`config.mk`:
```
export PLATFORM = sky130hd
export DESIGN_NAME = dpwm_gen
export DESIGN_NICKNAME = d
export VERILOG_FILES = /design/src/rtl/dpwm_pkg.sv /design/src/rtl/dpwm_period_ctr.sv /design/src/rtl/dpwm_frac_acc.sv /design/src/rtl/dpwm_compare.sv /design/src/rtl/dpwm_gen.sv
export SDC_FILE = /design/constraint.sdc
export NUM_CORES = 1
export LEC_CHECK = 0
export BUFFER_PORTS_ARGS = -buffer_cell sky130_fd_sc_hd__buf_4
export CORE_UTILIZATION = 31
export DETAILED_ROUTE_END_ITERATION = 6
export PLACE_DENSITY = 0.49
export RECOVER_POWER = 50
export SLEW_MARGIN = 25
export SYNTH_ARGS = -nofsm -noshare
export SYNTH_HDL_FRONTEND = slang
export SYNTH_SLANG_ARGS = --single-unit
```
`constraint.sdc`:
```
create_clock -name clk -period 4.7 [get_ports clk]
set_clock_uncertainty 0.1 [all_clocks]
set_input_delay 0 -clock clk [delete_from_list [all_inputs] [get_ports clk]]
set_output_delay 0 -clock clk [all_outputs]
set_load 0.02 [all_outputs]
```
`src/rtl/dpwm_pkg.sv`:
```
package dpwm_pkg;
  typedef enum logic {
    ORDER_LINEAR   = 1'b0,
    ORDER_REVERSED = 1'b1
  } order_e;
endpackage

```
`src/rtl/dpwm_period_ctr.sv`:
```
module dpwm_period_ctr #(
  parameter int CNT_W = 12
) (
  input  logic             clk,
  input  logic             rst,
  input  logic             tick_en,
  output logic [CNT_W-1:0] cnt,
  output logic             load
);
  localparam logic [CNT_W-1:0] CNT_MAX = '1;

  logic [CNT_W-1:0] cnt_q;

  always_ff @(posedge clk) begin
    if (rst)          cnt_q <= '0;
    else if (tick_en) cnt_q <= cnt_q + 1'b1;
  end

  assign cnt  = cnt_q;
  assign load = tick_en && (cnt_q == '0);

  // the last tick of a period is followed by the first tick of the next
  p_wrap_r1: assert property (@(posedge clk) disable iff (rst)
    (tick_en && cnt_q == CNT_MAX) |=> (cnt_q == '0));
  // no enable, no movement
  p_hold_r8: assert property (@(posedge clk) disable iff (rst)
    !tick_en |=> $stable(cnt_q));
endmodule

```
`src/rtl/dpwm_frac_acc.sv`:
```
module dpwm_frac_acc #(
  parameter int FRAC_W = 4
) (
  input  logic              clk,
  input  logic              rst,
  input  logic              load,
  input  logic [FRAC_W-1:0] frac,
  output logic              carry
);
  logic [FRAC_W-1:0] acc_q;
  logic [FRAC_W-1:0] acc_d;

  assign {carry, acc_d} = {1'b0, acc_q} + {1'b0, frac};

  always_ff @(posedge clk) begin
    if (rst)       acc_q <= '0;
    else if (load) acc_q <= acc_d;
  end

  // the accumulator steps only at a period boundary
  p_acc_step_r3: assert property (@(posedge clk) disable iff (rst)
    !load |=> $stable(acc_q));
endmodule

```
`src/rtl/dpwm_compare.sv`:
```
module dpwm_compare
  import dpwm_pkg::*;
#(
  parameter int CNT_W = 12
) (
  input  logic             clk,
  input  logic             rst,
  input  logic             tick_en,
  input  logic             load,
  input  logic [CNT_W-1:0] coarse,
  input  logic             carry,
  input  logic             rev_mode,
  input  logic [CNT_W-1:0] cnt,
  output logic             pwm_out,
  output logic             period_start
);
  localparam int CMP_W = CNT_W + 1;

  logic [CMP_W-1:0] live_cmp;
  logic [CMP_W-1:0] cmp_q;
  logic [CMP_W-1:0] cmp_sel;
  order_e           order_q;
  order_e           order_sel;
  logic [CNT_W-1:0] cnt_rev;
  logic [CNT_W-1:0] pos;

  // one extra bit so that all-ones plus a carry saturates instead of wrapping
  assign live_cmp = {1'b0, coarse} + {{CNT_W{1'b0}}, carry};

  always_ff @(posedge clk) begin
    if (rst) begin
      cmp_q   <= '0;
      order_q <= ORDER_LINEAR;
    end else if (load) begin
      cmp_q   <= live_cmp;
      order_q <= order_e'(rev_mode);
    end
  end

  // the first tick of a period uses the freshly sampled values
  assign cmp_sel   = load ? live_cmp : cmp_q;
  assign order_sel = load ? order_e'(rev_mode) : order_q;

  for (genvar i = 0; i < CNT_W; i++) begin : g_rev
    assign cnt_rev[i] = cnt[CNT_W-1-i];
  end

  assign pos = (order_sel == ORDER_REVERSED) ? cnt_rev : cnt;

  always_ff @(posedge clk) begin
    if (rst) begin
      pwm_out      <= 1'b0;
      period_start <= 1'b0;
    end else begin
      period_start <= load;
      if (tick_en) pwm_out <= (cmp_sel > {1'b0, pos});
    end
  end

  // reset forces both outputs low
  p_reset_low_r2: assert property (@(posedge clk)
    rst |=> (!pwm_out && !period_start));
  // a saturated compare value yields a high tick
  p_saturate_r4: assert property (@(posedge clk) disable iff (rst)
    (tick_en && cmp_sel[CNT_W]) |=> pwm_out);
  // a zero compare value yields a low tick
  p_zero_low_r3: assert property (@(posedge clk) disable iff (rst)
    (tick_en && cmp_sel == '0) |=> !pwm_out);
  // held values change only at a period boundary
  p_capture_r7: assert property (@(posedge clk) disable iff (rst)
    !load |=> ($stable(cmp_q) && $stable(order_q)));
  // the output freezes while ticks are paused
  p_freeze_r8: assert property (@(posedge clk) disable iff (rst)
    !tick_en |=> ($stable(pwm_out) && !period_start));
endmodule

```
`src/rtl/dpwm_gen.sv`:
```
module dpwm_gen #(
  parameter int CNT_W  = 12,
  parameter int FRAC_W = 4
) (
  input  logic                    clk,
  input  logic                    rst,
  input  logic                    tick_en,
  input  logic [CNT_W+FRAC_W-1:0] duty,
  input  logic                    rev_mode,
  output logic                    pwm_out,
  output logic                    period_start
);
  localparam int DUTY_W = CNT_W + FRAC_W;

  logic [CNT_W-1:0] cnt;
  logic             load;
  logic             carry;

  dpwm_period_ctr #(.CNT_W(CNT_W)) u_ctr (
    .clk     (clk),
    .rst     (rst),
    .tick_en (tick_en),
    .cnt     (cnt),
    .load    (load)
  );

  dpwm_frac_acc #(.FRAC_W(FRAC_W)) u_acc (
    .clk   (clk),
    .rst   (rst),
    .load  (load),
    .frac  (duty[FRAC_W-1:0]),
    .carry (carry)
  );

  dpwm_compare #(.CNT_W(CNT_W)) u_cmp (
    .clk          (clk),
    .rst          (rst),
    .tick_en      (tick_en),
    .load         (load),
    .coarse       (duty[DUTY_W-1:FRAC_W]),
    .carry        (carry),
    .rev_mode     (rev_mode),
    .cnt          (cnt),
    .pwm_out      (pwm_out),
    .period_start (period_start)
  );

  // the strobe is a single-cycle pulse when ticks run back to back
  p_strobe_pulse_r1: assert property (@(posedge clk) disable iff (rst)
    (period_start && $past(tick_en)) |=> !period_start);
endmodule

```
== Word-level counts from Yosys, hierarchy flattened ==
Cells that the tools add are included.

* Multiplexer cells: 3
* Add/sub/neg operators: 3
* Magnitude comparators: 1
* Reduce and logical (&&, ||, !) cells: 2

{| class="wikitable"
|+ Operators with widths
! kind !! count
|-
| $add A12 B1 Y13 || 1
|-
| $gt A13 B12 Y1 || 1
|-
| $mux W13 || 1
|-
| $add A12 B1 Y12 const B || 1
|-
| $logic_not A12 Y1 || 1
|-
| $mux W12 || 1
|-
| $add A4 B4 Y5 || 1
|-
| $logic_and A1 B1 Y1 || 1
|-
| $mux W1 || 1
|}

* Bits of input ports: 20
* Output and inout port bits: 2
* Word-level logic and storage cells: 15
* Bits in registers: 32

== Longest topological paths before layout ==
* Depth after elaboration: 5
* Gate-level depth with buffers: 17
* Depth with buffers taken out: 17

== Hierarchy ==
From an unflattened synthesis, not the netlist that was laid out.

* Cell total of the unflattened synthesis: 227
* Area, all modules: 2048.2 um^2

{| class="wikitable"
|+ Modules (own cells, without submodules)
! module !! cells an instance !! area an instance (um^2) !! seq. area each (um^2) !! times used
|-
| dpwm_compare || 131 || 1164.9 || 320.3 || 1
|-
| dpwm_period_ctr || 66 || 598.1 || 240.2 || 1
|-
| dpwm_frac_acc || 30 || 285.3 || 80.1 || 1
|}

== Worst setup path before layout ==
No wires, ideal clock.

* Path type: register to register
* Start: register u_acc.acc_q[0]
* End: register u_cmp.pwm_out
* Arrival: 3227 ps
* Setup time: 91 ps
* Period minus slack after synthesis: 3418 ps
* Path buffers: 0
* Cell stages (with the launch flop): 16
* Data required time: 4509 ps
* Slack: 1282 ps
* Cells stage by stage: dfxtp_1 ha_1 fa_1 a21o_1 a21o_1 ha_1 ha_1 and4_1 xor2_1 mux2_2 ha_1 a211oi_1 o21ai_0 o211ai_1 a31o_2 a311oi_1

* Longest elaborated chain between the ends: 4

{| class="wikitable"
|+ RTL lines
! item !! RTL line !! text
|-
| from (decl) || dpwm_frac_acc.sv:10 || <nowiki>logic [FRAC_W-1:0] acc_q;</nowiki>
|-
| from (signal assigned) || dpwm_frac_acc.sv:16 || <nowiki>if (rst) acc_q <= '0;</nowiki>
|-
| from (signal assigned) || dpwm_frac_acc.sv:17 || <nowiki>else if (load) acc_q <= acc_d;</nowiki>
|-
| $add A4 B4 Y5 || dpwm_frac_acc.sv:13 || <nowiki>assign {carry, acc_d} = {1'b0, acc_q} + {1'b0, frac};</nowiki>
|-
| $add A12 B1 Y13 || dpwm_compare.sv:28 || <nowiki>assign live_cmp = {1'b0, coarse} + {{CNT_W{1'b0}}, carry};</nowiki>
|-
| $mux W13 || - ||
|-
| net u_cmp.cmp_sel[6] || dpwm_compare.sv:21 || <nowiki>logic [CMP_W-1:0] cmp_sel;</nowiki>
|-
| $gt A13 B12 Y1 || dpwm_compare.sv:56 || <nowiki>if (tick_en) pwm_out <= (cmp_sel > {1'b0, pos});</nowiki>
|-
| to (signal assigned) || dpwm_compare.sv:56 ||
|-
| to (decl) || dpwm_compare.sv:14 || <nowiki>output logic pwm_out,</nowiki>
|}

The timed path passes the listed nets, and every way through them passes these cells.
A chain may end at the register's enable or synchronous reset.

== Worst setup path after layout ==
* Start: register u_ctr.cnt_q[0], in the netlist u_ctr.cnt[0]
* End: register u_cmp.pwm_out

* Elaborated cells on any way between the ends: 6
* Classes of those cells: 1 x order compare; 3 x mux; 2 x reduce/logical

{| class="wikitable"
|+ RTL lines
! item !! RTL line !! text
|-
| from (decl) || dpwm_period_ctr.sv:12 || <nowiki>logic [CNT_W-1:0] cnt_q;</nowiki>
|-
| from (signal assigned) || dpwm_period_ctr.sv:16 || <nowiki>else if (tick_en) cnt_q <= cnt_q + 1'b1;</nowiki>
|-
| $logic_not A12 Y1 || dpwm_period_ctr.sv:20 || <nowiki>assign load = tick_en && (cnt_q == '0);</nowiki>
|-
| $logic_and A1 B1 Y1 || dpwm_period_ctr.sv:20 ||
|-
| $mux W13 || - ||
|-
| net u_cmp.cmp_sel[3] || dpwm_compare.sv:21 ||
|-
| $gt A13 B12 Y1 || dpwm_compare.sv:56 ||
|}

The timed path passes the listed nets, and every way through them passes these cells.

==> impl_metrics.json <==
{
  "status": "finished with violations",
  "violations": "negative hold slack",
  "post_drt_wl_per_cell_um": 12.6,
  "fin_crit_sh_pct": 81.8,
  "routabilityCongestion": 0.767,
  "internal-power_uw": 554,
  "vias_per_cell": 4.76,
  "min_path_type": "input port to flop",
  "endpoint_kind": "flop",
  "power_frac_comb_pct": 21.6,
  "cp_max_fo": 30,
  "grt_pass1_vias": 1437,
  "finalSetupViolations": 0,
  "drive_above_1_share_pct": 14.2,
  "synth-seq-area-share_pct": 32.3,
  "post_cts_buffers": 0,
  "grt-ovfl-total": 0,
  "fillers": 659,
  "area_growth_pct": 17.7,
  "dp_hpwl_mm": 2.99,
  "relSlewSlack_pct": 11.6,
  "syn_area_per_cell_um2": 8.97,
  "cts.sinks": 32,
  "max_freq_ghz": 0.260,
  "syn-instance-count": 221,
  "die_area_um2": 6720,
  "synth_warnings": 0,
  "arrival_ns": 3.94,
  "cts_root_buf": "clkbuf_8",
  "slowest_stage": "clkbuf_1",
  "grt_max_degree": 33,
  "clk_latency_ns": 0.29,
  "drt-pass1-iter-count": 4,
  "synth_edf_count": 0,
  "p_switching_uw": 195,
  "fin_crit_ns": 3.84,
  "dr_total_vias": 1529,
  "whs_ns": -0.00242,
  "layout_setup_ws_ns": 0.855,
  "die_h_um": 82.0,
  "critPathLaunchType": "flop",
  "final_nets": 286,
  "routedLengthMet1_mm": 2.07,
  "tritoncts": "done",
  "cpPeakStageDelay_ns": 0.99,
  "synth-seq-cells": 32,
  "rsz0062_at_grt": "false",
  "holdPathStages": 2,
  "switching_share_pct": 26.1,
  "clock_power_share_pct": 38.7,
  "maxCapViolCount": 0,
  "clockBufferDepth": 2,
  "crit_type": "flop to flop",
  "ir_drop_mv": 0.125,
  "synth_flop_cell": "dfxtp_1",
  "rr_worst_depth": 12,
  "finalPower_uw": 749,
  "synth_area_um2": 1980,
  "wl_met2_mm": 1.73,
  "clk_pin_slew_ns": 0.07,
  "drc_errors": 0,
  "tightest_slew_ns": 1.33,
  "std_cell_rows": 28,
  "grt_use_total_pct": 13.6,
  "critical-path-top-delay-family": "compound AO/OA/AOI/OAI gates",
  "h-tree-depth": 2,
  "tns_ns": 0,
  "highest_layer": "met4",
  "io_buffers": 21,
  "async_reset_ff_share_pct": 0,
  "met3_length_um": 163,
  "hold_viol_final": 1,
  "boundaryPins": 22,
  "ys_types": 37,
  "diodes": 0,
  "antenna_found_initial": 0,
  "slew_violations": 0,
  "seqPwrFrac_pct": 39.7,
  "cp.required_ns": 4.80,
  "drt_iter0_drc": 61,
  "cp_num_buf_inv": 2,
  "power.leakage_nw": 0.992,
  "mappedNetlistNets": 262,
  "path_depth": 12,
  "cts_buffers": 5,
  "postLayoutCoreUtil_pct": 38.7,
  "cts_resized": 0,
  "fp.coreArea_um2": 6030,
  "start_util_pct": 32.9,
  "place_ws_ns": 1.01,
  "grt_pass1_wl_mm": 6.79,
  "routed_wirelength_mm": 4.03,
  "power.density_nw_per_um2": 321,
  "path_cells": "inv_1 > ha_1 > nor4b_1 > nand3_2 > clkbuf_1 > o21ai_0 > ha_1 > o211ai_1 > a21boi_0 > o21ai_0 > a31o_2 > a311oi_1",
  "ant_nets": 0,
  "die_x_um": 82.0
}
## what timing repair did
action                                  4_1_cts  5_1_grt
hold buffers                                  3        0
hold endpoints to repair                      6        0
endpoints found under the setup margin        0        0
## worst register-to-register path: stages (launching register included)
cell and delay, ns:
dfxtp_1 0.42, inv_1 0.09, ha_1 0.21, nor4b_1 0.15, nand3_2 0.13, clkbuf_1 0.99
o21ai_0 0.42, ha_1 0.43, o211ai_1 0.09, a21boi_0 0.16, o21ai_0 0.09, a31o_2 0.25
a311oi_1 0.23
## synth_stat cells, types with 3 or more instances
cell	n	area (um2)
xnor2_1	8	70.1
and3_1	4	25.0
nor2b_1	13	81.3
nand4_1	5	31.3
o21ai_0	15	75.1
nor2_1	25	93.8
a21oi_1	7	35.0
mux2i_1	13	130
inv_1	3	11.3
nand2_1	21	78.8
or3_1	4	25.0
xor2_1	12	105
clkbuf_1	4	15.0
a21o_1	3	22.5
dfxtp_1	32	641
and4_1	3	26.3
nand3_1	3	15.0
ha_1	20	250
## registers in the layout (all words and copies together), names as in the netlist
register,cells
u_cmp.period_start,1
u_ctr.cnt,12
u_cmp.order_q,1
u_cmp.cmp_q,13
u_acc.acc_q,4
u_cmp.pwm_out,1
## metrics by stage
stage | area [um2] | instances
after floorplan | 1980 | 221
after global placement | 2190 | 310
after detailed placement | 2190 | 310
after CTS | 2350 | 321
after global routing | 2330 | 321
final | 2330 | 321
## power by group through the flow
stage,logic (mW),registers [mW],clock network (mW)
global placement,0.164,0.303,0
global route,0.185,0.299,0.315
finish,0.162,0.297,0.290
detailed placement,0.165,0.303,0
floorplan,0.121,0.303,0
CTS,0.168,0.297,0.300
## placed cells by master, fill, tap and decap left out, drive strengths merged, types with 4 or more instances in the layout
cell / netlist / final
dfxtp: 32 / 32
o21ai: 16 / 16
nand4: 5 / 5
mux2i: 14 / 14
and3: 4 / 4
buf: 4 / 19
nand3: 4 / 4
or3: 4 / 4
nor2b: 13 / 13
xor2: 12 / 12
clkbuf: 4 / 10
xnor2: 8 / 8
nand2: 21 / 21
ha: 20 / 20
a21oi: 9 / 9
nor2: 25 / 25
## worst paths after layout
path | from | to | slack [ns]
setup / recovery | u_ctr.cnt[0]$_SDFFE_PP0P_ | u_cmp.pwm_out$_SDFFE_PP0P_ | 0.86
hold / removal | rst | u_acc.acc_q[3]$_SDFFE_PP0N_ | -0.002
setup reg to reg | u_ctr.cnt[0]$_SDFFE_PP0P_ | u_cmp.pwm_out$_SDFFE_PP0P_ | 0.86
hold reg to reg | u_cmp.cmp_q[12]$_SDFF_PP0_ | u_cmp.cmp_q[12]$_SDFF_PP0_ | 0.39
## cell families after synthesis
family / count (synthesis) / share of synthesized area [%]
multiplexers: 17 / 9.41
buffers and inverters: 11 / 2.97
adder cells (fa/ha/maj): 21 / 13.6
flip-flops: 32 / 32.3
XOR/XNOR: 20 / 8.84
AND/OR/NAND/NOR: 85 / 22.2
AO/OA/AOI/OAI: 35 / 10.7
## routing by layer
metal | vias up | GRT usage, %
li1 | 821 | -
met1 | 683 | 17.6
met2 | 19 | 21.5
met3 | 6 | 3.67
met4 | 0 | 5.26
met5 | - | 0
## cell type report
| cell class | count | area (um2) | share of cell area [%] |
|---|---|---|---|
| clock buffers | 7 | 96.3 | 4.13 |
| clock inverters | 1 | 30.0 | 1.29 |
| inverters | 3 | 11.3 | 0.483 |
| multi-input cells | 178 | 1280 | 54.7 |
| flip-flops and latches | 32 | 641 | 27.5 |
| well taps | 75 | 93.8 | 4.02 |
| repair buffers | 25 | 184 | 7.89 |
(Power assumes the default switching activity.)
